`src/rtl/spi_regmap_pkg.sv`:
```
package spi_regmap_pkg;

  typedef enum logic [1:0] {
    PH_IDLE,
    PH_INSTR,
    PH_DATA
  } phase_e;

  localparam int unsigned A_CFG    = 0;
  localparam int unsigned A_BEND   = 2;
  localparam int unsigned A_ID     = 8;
  localparam int unsigned A_REV    = 9;
  localparam int unsigned A_INDEX  = 16;
  localparam int unsigned A_TRIM0  = 32;
  localparam int unsigned NUM_TRIM = 5;
  localparam int unsigned GC_SLOT  = 2;

  localparam int unsigned CFG_SDO_BIT  = 7;
  localparam int unsigned CFG_LSB_BIT  = 6;
  localparam int unsigned CFG_SRST_BIT = 5;

  localparam logic [7:0] TRIM_MID = 8'h80;
  localparam logic [7:0] IDX_ERR  = 8'hAD;

endpackage

```
`src/rtl/spi_pin_sync.sv`:
```
module spi_pin_sync #(
  parameter int unsigned STAGES = 2
) (
  input  logic clk,
  input  logic rst_n,
  input  logic cs_n_i,
  input  logic sclk_i,
  input  logic mosi_i,
  output logic cs_n_s,
  output logic mosi_s,
  output logic sclk_rise,
  output logic sclk_fall
);

  localparam int unsigned NPIN = 3;
  localparam logic [NPIN-1:0] PIN_RST = 3'b001;

  logic [STAGES-1:0][NPIN-1:0] stage_q;
  logic [NPIN-1:0]             pin_in;
  logic [NPIN-1:0]             pin_s;
  logic                        sclk_prev_q;

  assign pin_in = {mosi_i, sclk_i, cs_n_i};
  assign pin_s  = stage_q[STAGES-1];

  always_ff @(posedge clk or negedge rst_n) begin
    if (!rst_n) begin
      stage_q     <= {STAGES{PIN_RST}};
      sclk_prev_q <= 1'b0;
    end else begin
      stage_q     <= {stage_q[STAGES-2:0], pin_in};
      sclk_prev_q <= pin_s[1];
    end
  end

  assign cs_n_s    = pin_s[0];
  assign mosi_s    = pin_s[2];
  assign sclk_rise = pin_s[1] & ~sclk_prev_q;
  assign sclk_fall = ~pin_s[1] & sclk_prev_q;

endmodule

```
`src/rtl/spi_shift_engine.sv`:
```
module spi_shift_engine
  import spi_regmap_pkg::*;
#(
  parameter int unsigned ADDR_W  = 13,
  parameter int unsigned DATA_W  = 8,
  parameter int unsigned INSTR_W = 16
) (
  input  logic              clk,
  input  logic              rst_n,
  input  logic              cs_n_s,
  input  logic              mosi_s,
  input  logic              sclk_rise,
  input  logic              sclk_fall,
  input  logic              lsb_first,
  input  logic              sdo_on,
  input  logic [DATA_W-1:0] burst_end,
  input  logic [DATA_W-1:0] rd_data,
  output logic [ADDR_W-1:0] addr,
  output logic              wr_en,
  output logic [DATA_W-1:0] wr_data,
  output logic              miso,
  output logic              miso_oe
);

  localparam int unsigned CNT_W = $clog2(INSTR_W);

  phase_e             phase_q, phase_d;
  logic [CNT_W-1:0]   cnt_q, cnt_d;
  logic [INSTR_W-1:0] rx_q, rx_d;
  logic [DATA_W-1:0]  tx_q, tx_d;
  logic [ADDR_W-1:0]  addr_q, addr_d;
  logic               rw_q, rw_d;
  logic               miso_q, miso_d;
  logic               byte_done, hit_end;

  assign hit_end = (addr_q == ADDR_W'(burst_end));

  always_comb begin
    phase_d   = phase_q;
    cnt_d     = cnt_q;
    rx_d      = rx_q;
    tx_d      = tx_q;
    addr_d    = addr_q;
    rw_d      = rw_q;
    miso_d    = miso_q;
    byte_done = 1'b0;
    wr_en     = 1'b0;
    wr_data   = lsb_first ? rx_d[INSTR_W-1 -: DATA_W] : rx_d[DATA_W-1:0];
    if (cs_n_s) begin
      phase_d = PH_IDLE;
      cnt_d   = '0;
    end else if (phase_q == PH_IDLE) begin
      phase_d = PH_INSTR;
      cnt_d   = '0;
    end else begin
      if (sclk_rise) begin
        rx_d = lsb_first ? {mosi_s, rx_q[INSTR_W-1:1]} : {rx_q[INSTR_W-2:0], mosi_s};
        wr_data = lsb_first ? rx_d[INSTR_W-1 -: DATA_W] : rx_d[DATA_W-1:0];
        cnt_d = cnt_q + 1'b1;
        if (phase_q == PH_INSTR && cnt_q == CNT_W'(INSTR_W-1)) begin
          rw_d    = rx_d[INSTR_W-1];
          addr_d  = rx_d[ADDR_W-1:0];
          phase_d = PH_DATA;
          cnt_d   = '0;
        end else if (phase_q == PH_DATA && cnt_q == CNT_W'(DATA_W-1)) begin
          byte_done = 1'b1;
          wr_en     = ~rw_q;
          cnt_d     = '0;
          if (hit_end) phase_d = PH_INSTR;
          else         addr_d  = addr_q + 1'b1;
        end
      end
      if (sclk_fall && phase_q == PH_DATA) begin
        if (cnt_q == '0) begin
          miso_d = lsb_first ? rd_data[0] : rd_data[DATA_W-1];
          tx_d   = lsb_first ? (rd_data >> 1) : (rd_data << 1);
        end else begin
          miso_d = lsb_first ? tx_q[0] : tx_q[DATA_W-1];
          tx_d   = lsb_first ? (tx_q >> 1) : (tx_q << 1);
        end
      end
    end
  end

  always_ff @(posedge clk or negedge rst_n) begin
    if (!rst_n) begin
      phase_q <= PH_IDLE;
      cnt_q   <= '0;
      rx_q    <= '0;
      tx_q    <= '0;
      addr_q  <= '0;
      rw_q    <= 1'b0;
      miso_q  <= 1'b0;
    end else begin
      phase_q <= phase_d;
      cnt_q   <= cnt_d;
      if (sclk_rise) rx_q <= rx_d;
      if (sclk_fall) tx_q <= tx_d;
      if (sclk_fall) miso_q <= miso_d;
      addr_q  <= addr_d;
      rw_q    <= rw_d;
    end
  end

  assign addr    = addr_q;
  assign miso    = miso_q;
  assign miso_oe = sdo_on | (phase_q == PH_DATA && rw_q && !cs_n_s);


  addr_step_chk: assert property (@(posedge clk) disable iff (!rst_n)
    byte_done && !hit_end && !cs_n_s |=> addr_q == ADDR_W'($past(addr_q) + 1'b1));


  burst_stop_chk: assert property (@(posedge clk) disable iff (!rst_n)
    byte_done && hit_end && !cs_n_s |=> phase_q == PH_INSTR && cnt_q == '0);


  cs_release_chk: assert property (@(posedge clk) disable iff (!rst_n)
    $rose(cs_n_s) |=> phase_q == PH_IDLE);


  data_cnt_chk: assert property (@(posedge clk) disable iff (!rst_n)
    phase_q == PH_DATA |-> cnt_q < CNT_W'(DATA_W));

endmodule

```
`src/rtl/spi_regfile.sv`:
```
module spi_regfile
  import spi_regmap_pkg::*;
#(
  parameter int unsigned ADDR_W    = 13,
  parameter int unsigned DATA_W    = 8,
  parameter int unsigned GAIN_C_W  = 4,
  parameter logic [7:0]  CHIP_ID   = 8'h5C,
  parameter logic [7:0]  CHIP_REV  = 8'h03
) (
  input  logic                clk,
  input  logic                rst_n,
  input  logic                wr_en,
  input  logic [ADDR_W-1:0]   wr_addr,
  input  logic [DATA_W-1:0]   wr_data,
  input  logic [ADDR_W-1:0]   rd_addr,
  output logic [DATA_W-1:0]   rd_data,
  output logic                sdo_on,
  output logic                lsb_first,
  output logic [DATA_W-1:0]   burst_end,
  output logic [DATA_W-1:0]   offset_coarse,
  output logic [DATA_W-1:0]   offset_fine,
  output logic [GAIN_C_W-1:0] gain_coarse,
  output logic [DATA_W-1:0]   gain_medium,
  output logic [DATA_W-1:0]   gain_fine
);

  localparam logic [DATA_W-1:0] GC_MASK = DATA_W'((1 << GAIN_C_W) - 1);

  function automatic logic [DATA_W-1:0] trim_rst(input int unsigned i);
    return (i == GC_SLOT) ? '0 : DATA_W'(TRIM_MID);
  endfunction

  function automatic logic [DATA_W-1:0] trim_mask(input int unsigned i);
    return (i == GC_SLOT) ? GC_MASK : '1;
  endfunction

  logic                             sdo_q, sdo_d, lsb_q, lsb_d;
  logic [DATA_W-1:0]                bend_q, bend_d, idx_q, idx_d;
  logic [NUM_TRIM-1:0][DATA_W-1:0]  trim_q, trim_d;
  logic                             soft_rst;

  assign soft_rst = wr_en && wr_addr == ADDR_W'(A_CFG) && wr_data[CFG_SRST_BIT];

  always_comb begin
    sdo_d  = sdo_q;
    lsb_d  = lsb_q;
    bend_d = bend_q;
    idx_d  = idx_q;
    trim_d = trim_q;
    if (soft_rst) begin
      sdo_d  = 1'b0;
      lsb_d  = 1'b0;
      bend_d = '0;
      idx_d  = '0;
      for (int unsigned i = 0; i < NUM_TRIM; i++) trim_d[i] = trim_rst(i);
    end else if (wr_en) begin
      if (wr_addr == ADDR_W'(A_CFG)) begin
        sdo_d = wr_data[CFG_SDO_BIT];
        lsb_d = wr_data[CFG_LSB_BIT];
      end
      if (wr_addr == ADDR_W'(A_BEND))  bend_d = wr_data;
      if (wr_addr == ADDR_W'(A_INDEX)) idx_d  = wr_data;
      for (int unsigned i = 0; i < NUM_TRIM; i++)
        if (wr_addr == ADDR_W'(A_TRIM0 + i) && idx_q[0]) trim_d[i] = wr_data & trim_mask(i);
    end
  end

  always_ff @(posedge clk or negedge rst_n) begin
    if (!rst_n) begin
      sdo_q  <= 1'b0;
      lsb_q  <= 1'b0;
      bend_q <= '0;
      idx_q  <= '0;
      for (int unsigned i = 0; i < NUM_TRIM; i++) trim_q[i] <= trim_rst(i);
    end else if (wr_en) begin
      sdo_q  <= sdo_d;
      lsb_q  <= lsb_d;
      bend_q <= bend_d;
      idx_q  <= idx_d;
      trim_q <= trim_d;
    end
  end

  always_comb begin
    rd_data = '0;
    if (rd_addr == ADDR_W'(A_CFG))
      rd_data = {sdo_q, lsb_q, 1'b0, 1'b1, 1'b1, 1'b0, lsb_q, sdo_q};
    if (rd_addr == ADDR_W'(A_BEND))  rd_data = bend_q;
    if (rd_addr == ADDR_W'(A_ID))    rd_data = CHIP_ID;
    if (rd_addr == ADDR_W'(A_REV))   rd_data = CHIP_REV;
    if (rd_addr == ADDR_W'(A_INDEX)) rd_data = idx_q;
    for (int unsigned i = 0; i < NUM_TRIM; i++)
      if (rd_addr == ADDR_W'(A_TRIM0 + i)) rd_data = idx_q[0] ? trim_q[i] : IDX_ERR;
  end

  assign sdo_on        = sdo_q;
  assign lsb_first     = lsb_q;
  assign burst_end     = bend_q;
  assign offset_coarse = trim_q[0];
  assign offset_fine   = trim_q[1];
  assign gain_coarse   = trim_q[GC_SLOT][GAIN_C_W-1:0];
  assign gain_medium   = trim_q[3];
  assign gain_fine     = trim_q[4];


  soft_rst_chk: assert property (@(posedge clk) disable iff (!rst_n)
    soft_rst |=> trim_q[0] == TRIM_MID && idx_q == '0 && !lsb_q);


  idx_gate_chk: assert property (@(posedge clk) disable iff (!rst_n)
    wr_en && !idx_q[0] && wr_addr != ADDR_W'(A_CFG) |=> $stable(trim_q));


  gc_upper_chk: assert property (@(posedge clk) disable iff (!rst_n)
    trim_q[GC_SLOT][DATA_W-1:GAIN_C_W] == '0);

endmodule

```
`src/rtl/spi_regmap_slave.sv`:
```
module spi_regmap_slave
  import spi_regmap_pkg::*;
#(
  parameter int unsigned ADDR_W      = 13,
  parameter int unsigned DATA_W      = 8,
  parameter int unsigned INSTR_W     = 16,
  parameter int unsigned GAIN_C_W    = 4,
  parameter int unsigned SYNC_STAGES = 2,
  parameter logic [7:0]  CHIP_ID     = 8'h5C,
  parameter logic [7:0]  CHIP_REV    = 8'h03
) (
  input  logic                clk,
  input  logic                rst_n,
  input  logic                cs_n,
  input  logic                sclk,
  input  logic                mosi,
  output logic                miso,
  output logic                miso_oe,
  output logic [DATA_W-1:0]   offset_coarse,
  output logic [DATA_W-1:0]   offset_fine,
  output logic [GAIN_C_W-1:0] gain_coarse,
  output logic [DATA_W-1:0]   gain_medium,
  output logic [DATA_W-1:0]   gain_fine
);

  logic [1:0]        rst_sync_q;
  logic              rst_int_n;
  logic              cs_n_s, mosi_s, sclk_rise, sclk_fall;
  logic              lsb_first, sdo_on, wr_en;
  logic [DATA_W-1:0] burst_end, rd_data, wr_data;
  logic [ADDR_W-1:0] addr;

  always_ff @(posedge clk or negedge rst_n) begin
    if (!rst_n) rst_sync_q <= 2'b00;
    else        rst_sync_q <= {rst_sync_q[0], 1'b1};
  end
  assign rst_int_n = rst_sync_q[1];

  spi_pin_sync #(.STAGES(SYNC_STAGES)) sync_i (
    .clk(clk), .rst_n(rst_int_n),
    .cs_n_i(cs_n), .sclk_i(sclk), .mosi_i(mosi),
    .cs_n_s(cs_n_s), .mosi_s(mosi_s), .sclk_rise(sclk_rise), .sclk_fall(sclk_fall)
  );

  spi_shift_engine #(.ADDR_W(ADDR_W), .DATA_W(DATA_W), .INSTR_W(INSTR_W)) eng_i (
    .clk(clk), .rst_n(rst_int_n),
    .cs_n_s(cs_n_s), .mosi_s(mosi_s), .sclk_rise(sclk_rise), .sclk_fall(sclk_fall),
    .lsb_first(lsb_first), .sdo_on(sdo_on), .burst_end(burst_end), .rd_data(rd_data),
    .addr(addr), .wr_en(wr_en), .wr_data(wr_data), .miso(miso), .miso_oe(miso_oe)
  );

  spi_regfile #(
    .ADDR_W(ADDR_W), .DATA_W(DATA_W), .GAIN_C_W(GAIN_C_W),
    .CHIP_ID(CHIP_ID), .CHIP_REV(CHIP_REV)
  ) regs_i (
    .clk(clk), .rst_n(rst_int_n),
    .wr_en(wr_en), .wr_addr(addr), .wr_data(wr_data), .rd_addr(addr), .rd_data(rd_data),
    .sdo_on(sdo_on), .lsb_first(lsb_first), .burst_end(burst_end),
    .offset_coarse(offset_coarse), .offset_fine(offset_fine), .gain_coarse(gain_coarse),
    .gain_medium(gain_medium), .gain_fine(gain_fine)
  );

endmodule

```
`config.mk`:
```
export PLATFORM = sky130hd
export DESIGN_NAME = spi_regmap_slave
export DESIGN_NICKNAME = d
export VERILOG_FILES = /design/src/rtl/spi_regmap_pkg.sv /design/src/rtl/spi_pin_sync.sv /design/src/rtl/spi_shift_engine.sv /design/src/rtl/spi_regfile.sv /design/src/rtl/spi_regmap_slave.sv
export SDC_FILE = /design/constraint.sdc
export NUM_CORES = 1
export LEC_CHECK = 0
export ABC_AREA = 0
export BUFFER_PORTS_ARGS = -buffer_cell sky130_fd_sc_hd__buf_2
export CORE_MARGIN = 5
export CORE_UTILIZATION = 50
export DETAILED_ROUTE_END_ITERATION = 8
export PLACE_DENSITY_LB_ADDON = 0.08
export RECOVER_POWER = 25
export SETUP_SLACK_MARGIN = 0.02
export SLEW_MARGIN = 10
export SYNTH_ARGS = -nofsm -noshare
export SYNTH_HDL_FRONTEND = slang
export SYNTH_SLANG_ARGS = --single-unit
```
`constraint.sdc`:
```
create_clock -name clk -period 6.1 [get_ports clk]
set_input_delay 0.305 -clock clk [delete_from_list [all_inputs] [get_ports clk]]
set_output_delay 0.305 -clock clk [all_outputs]
set_load 0.005 [all_outputs]
```
Yosys cells after proc, flatten, opt, wreduce, memory -nomap -nowiden
Cells that the tools add are included.

storage, ports and cells
  flip-flop bits (word level) = 112
  input port bits = 5

cells by class
  add/sub/neg operators = 2
  eq/ne operators = 15
  multiplexer cells = 60
  bitwise logic cells = 8
  reductions and logical operators = 41

operators with widths
  cell                                             number
  two-way mux 8 bit                                32
  == test 13 x 6 -> 1 bit (second input constant)  5
  two-way mux 40 bit                               1
  two-way mux 13 bit                               3
  == test 13 x 4 -> 1 bit (second input constant)  2
  two-way mux 4 bit                                5
  nonzero test 2 bit                               9
  two-way mux 16 bit                               1
  AND reduction 2 bit                              8
  adder 13 x 1 -> 13 bit (second input constant)   1
  == test 13 x 2 -> 1 bit (second input constant)  1
  == test 13 x 5 -> 1 bit (second input constant)  1
  == test 13 x 8 -> 1 bit                          1
  logical NOT 13 bit                               1
  logical AND 1 bit                                12
  two-way mux 1 bit                                12
  two-way mux 2 bit                                6
  AND reduction 4 bit                              2
  nonzero test 4 bit                               2
  AND reduction 3 bit                              2
  inverter 1 bit                                   5
  AND reduction 5 bit                              1
  adder 4 x 1 -> 4 bit (second input constant)     1
  == test 4 x 3 -> 1 bit (second input constant)   1
  10 further kinds                                 11

Logic depth before layout (Yosys ltp)
  word-level depth = 13
  mapped depth = 11

Hierarchy
From an unflattened synthesis, not the netlist that was laid out.

unflattened totals
  cells, all modules = 612
  area, all modules = 6231.0 um^2

by module, submodules not included
  module            times used  cells an instance  area each (um^2)  sequential area each (um^2)
  spi_regfile       1           319                3156.8            1356.3
  spi_shift_engine  1           281                2827.7            1126.1
  spi_pin_sync      1           9                  192.7             177.7
  spi_regmap_slave  1           3                  53.8              50.0

Worst setup path before layout
Ideal clock, no wire load.

  path kind = register to register
  start point = reg eng_i.cnt_q[0]
  end point = reg regs_i.trim_q, in the netlist regs_i.offset_coarse[3]
  setup time = 121 ps
  data arrival time = 2484 ps
  required time = 5979 ps
  path slack = 3496 ps
  stages on the path, launching flop included = 12
  path buffers = 4
  cell sequence = dfrtp_1 > ha_1 > nand2_1 > or3_4 > or3_1 > buf_2 > or4_1 > buf_2 > nor2_4 > buf_6 > buf_6 > nor2_1

on the way
  word-level cells in the longest chain between the ends = 11

ends and longest elaborated chain
  element                               RTL line                text
  from (decl)                           spi_shift_engine.sv:28  logic [CNT_W-1:0] cnt_q, cnt_d;
  from (signal assigned)                spi_shift_engine.sv:96  cnt_q <= cnt_d;
  == test 4 x 3 -> 1 bit                spi_shift_engine.sv:65  end else if (phase_q == PH_DATA && cnt_q == CNT_W'(DATA_W-1)) begin
  logical AND 1 bit                     spi_shift_engine.sv:65
  two-way mux 1 bit                     spi_shift_engine.sv:65
  two-way mux 1 bit (*)                 spi_shift_engine.sv:60  if (phase_q == PH_INSTR && cnt_q == CNT_W'(INSTR_W-1)) begin
  two-way mux 1 bit (*)                 spi_shift_engine.sv:56  if (sclk_rise) begin
  two-way mux 1 bit (*)                 spi_shift_engine.sv:52  end else if (phase_q == PH_IDLE) begin
  two-way mux 1 bit (*)                 spi_shift_engine.sv:49  if (cs_n_s) begin
  logical AND 1 bit (2 in series)       spi_regfile.sv:42       assign soft_rst = wr_en && wr_addr == ADDR_W'(A_CFG) && wr_data[CFG_SRST_BIT];
  nonzero test 2 bit (no source line)   -
  AND reduction 2 bit (no source line)  -
  to (signal assigned)                  spi_regfile.sv:80       trim_q <= trim_d;
  to (decl)                             spi_regfile.sv:39       logic [NUM_TRIM-1:0][DATA_W-1:0] trim_q, trim_d;

Every way passes the cells marked *; elsewhere a longest branch is shown, timed or not.
A chain may end at the register's enable or synchronous reset.

Final worst setup path
Ends and elaborated chain as after synthesis.

==> reports/metrics.yaml <==
pwr-share-seq_pct: 48.9
dr_total_vias: 5612
final_antenna_net_count: 0
power.switching_mw: 0.4661
cts_buffer_depth: 2
final.setup_skew_ps: 10.34
ys.flop_type: "dfrtp_1"
cp-start-kind: "register"
syn-num-nets: 717
fillers: 1158
fmax_ghz: 0.2818
clkLatencyLatePin_ps: 360
drv_cap: 1
critical_path_class: "reg -> reg"
final_layout_size_suffix_gt1_share_pct: 13.02
start_util_pct: 51.00
die_w_um: 123.7
dp_hpwl_um: 13220
cts_resized: 0
die-area_um2: 15300
hold_violations: 0
drt_iter0_drc: 491
syn_inst: 706
cts_tree: "built"
grt_antenna_before_repair: 0
cp.arrival_ps: 3740
root_buffer: "clkbuf_16"
pwr-share-clk_pct: 38.6
setup-tns-final_ps: 0
crit_required_ps: 6290
post-route-period-util_pct: 58.18
synth_edf_count: 0
fin_nets: 728
clkSinkCount: 108
gp_congestion: 0.9459
numCtsBuffers: 9
layoutNonFillerInstCount: 894
max_slew_margin_pct: -2.870
drtPass1Iterations: 5
io_pins: 43
ys_warn_count: 0
worst_pin_slew_ps: 1543
async_reset_ff_share_pct: 100.0
synth-seq-area-share_pct: 41.94
cts_setup_buffers: 0
hp-class: "in -> reg"
grt_max_degree: 70
core-area_um2: 12670
endpoint_kind: "register"
row_count: 41
p_leak_nw: 3.148
yosys.cell_types.count: 65
synth_top_area_share_pct: 39.50
drc: 0
synth_area_leaders: "dfrtp_1 (39%), mux2i_1 (11%), nor2_1 (6.3%)"
clkTransAtPathRegs_ps: 70
syn_area_per_cell_um2: 9.154
grt_pass1_wl_um: 29320
ir_drop_uv: 204.7
grt_pass1_vias: 5295
postCtsHoldBufs: 1
setup_violations: 0
min_period_ps: 3549
rsz0062_at_grt: "no"
wl_per_cell_um: 20.75
viasPerCell: 6.277
p_comb_share_pct: 12.5
cts_max_level: 3
ys_seq_elements: 108
synthToLayoutAreaGrowth_pct: 9.274
power.share.switching_pct: 28.05
dieHeight_um: 123.7
failed_checks: "capacitance limit, slew limit"
numPlacedInstances: 877
syn_area_um2: 6462
p_int_mw: 1.196
grt_use_total_pct: 25.40
slew_viol_final: 39
fin_total_pwr_mw: 1.662
diodes: 0
wirelength_um: 18550
gr-total-overflow: 0
yosys.area.top_type: "dfrtp_1"
power.density_nw_per_um2: 235.3
critPathMaxFanout: 48
holdWs_ps: 39.91
io_buffers: 42
status: "finished, violations left"
## through the flow
step,utilization (%),cell area [um2],setup slack [ps]
floorplan,-,6462,2879
finish,55.73,7062,2551
global placement,53.15,6734,2671
global route,55.73,7062,2342
CTS,55.80,7071,2548
detailed placement,53.15,6734,2565
## per-layer routing
layer  track usage, %  routed length, um  share of wire, %
met5                0                  0                 0
met4            11.07                749               4.0
met3            5.404               1315               7.1
met2            41.03               8780                47
met1            32.93               7701                42
## power by group through the flow
stage / clock (mW) / combinational [mW] / sequential [mW]
after global routing: 0.683 / 0.227 / 0.821
final: 0.642 / 0.208 / 0.812
after global placement: 0 / 0.203 / 0.825
after detailed placement: 0 / 0.206 / 0.827
after CTS: 0.653 / 0.207 / 0.814
after floorplan: 0 / 0.126 / 0.814
## final cells by class
class,count,area (um2),share of cell area [%]
Clock buffer,10,239.0,3.384
Clock inverter,6,87.58,1.240
Inverter,12,45.04,0.6378
Multi-Input combinational cell,536,3496,49.50
Sequential cell,108,2711,38.39
Tap cell,172,215.2,3.047
Timing Repair Buffer,50,267.8,3.792
## cell families after synthesis
family	share of synthesized area [%]
XOR/XNOR	1.220
buffers and inverters	4.085
other	0.05803
adder cells (fa/ha/maj)	1.162
AND/OR/NAND/NOR	21.61
AO/OA/AOI/OAI	16.11
flip-flops	41.94
multiplexers	13.82
## sequential cells by signal (all words and copies together), names as in the netlist, 3 cells and up
| name | flops |
|---|---|
| eng_i.rx_q | 16 |
| eng_i.addr | 13 |
| eng_i.tx_q | 8 |
| regs_i.burst_end | 8 |
| regs_i.gain_fine | 8 |
| regs_i.gain_medium | 8 |
| regs_i.idx_q | 8 |
| regs_i.offset_coarse | 8 |
| regs_i.offset_fine | 8 |
| eng_i.cnt_q | 4 |
| regs_i.gain_coarse | 4 |
| sync_i.pin_s | 3 |
| sync_i.stage_q | 3 |
## critical path, cell delays in order, from the launching register on
cell and delay (ps):
dfrtp_1 420, ha_1 200, nand2_1 90, or3_4 370
or3_1 520, or4_1 740, nor2_4 870, nor2_1 140
## cell usage in the layout (no fill, tap or decap), types with 9 or more instances in the layout
master / n
inv_1: 12
xor2_1: 9
nand2b_1: 9
dfrtp_1: 101
nand3_1: 23
mux2i_1: 69
o22a_1: 12
o21ai_0: 29
a211oi_1: 9
nand2_1: 40
a21oi_1: 50
buf_2: 38
clkbuf_16: 9
nor2b_1: 11
nand3b_1: 9
nor3_1: 25
nor2_1: 108
## cell usage after synthesis (7+ instances only)
cell / instances
clkbuf_1: 36
o21ai_0: 29
mux4_2: 7
inv_1: 12
mux2i_1: 69
nor2b_1: 11
nor3_1: 26
a211oi_1: 9
buf_2: 7
nand2b_1: 9
o31ai_1: 7
nor4_1: 7
nand2_1: 40
xor2_1: 9
o22a_1: 12
nand3_1: 23
dfrtp_1: 102
a31oi_1: 7
a21oi_1: 50
nand3b_1: 9
nor2_1: 109
## worst paths after layout
path                                    from  slack, ps  cells after the start                      end
max                           eng_i.cnt_q[0]       2550                      7  regs_i.offset_coarse[3]
min                                     cs_n         40                      1        sync_i.stage_q[0]
max reg2reg                   eng_i.cnt_q[0]       2550                      7  regs_i.offset_coarse[3]
min reg2reg                sync_i.stage_q[2]        350                      0          sync_i.pin_s[2]
max in group asynchronous      rst_sync_q[1]       3800                      1         regs_i.lsb_first
min in group asynchronous              rst_n        250                      2            rst_sync_q[1]
(Power assumes the default switching activity.)
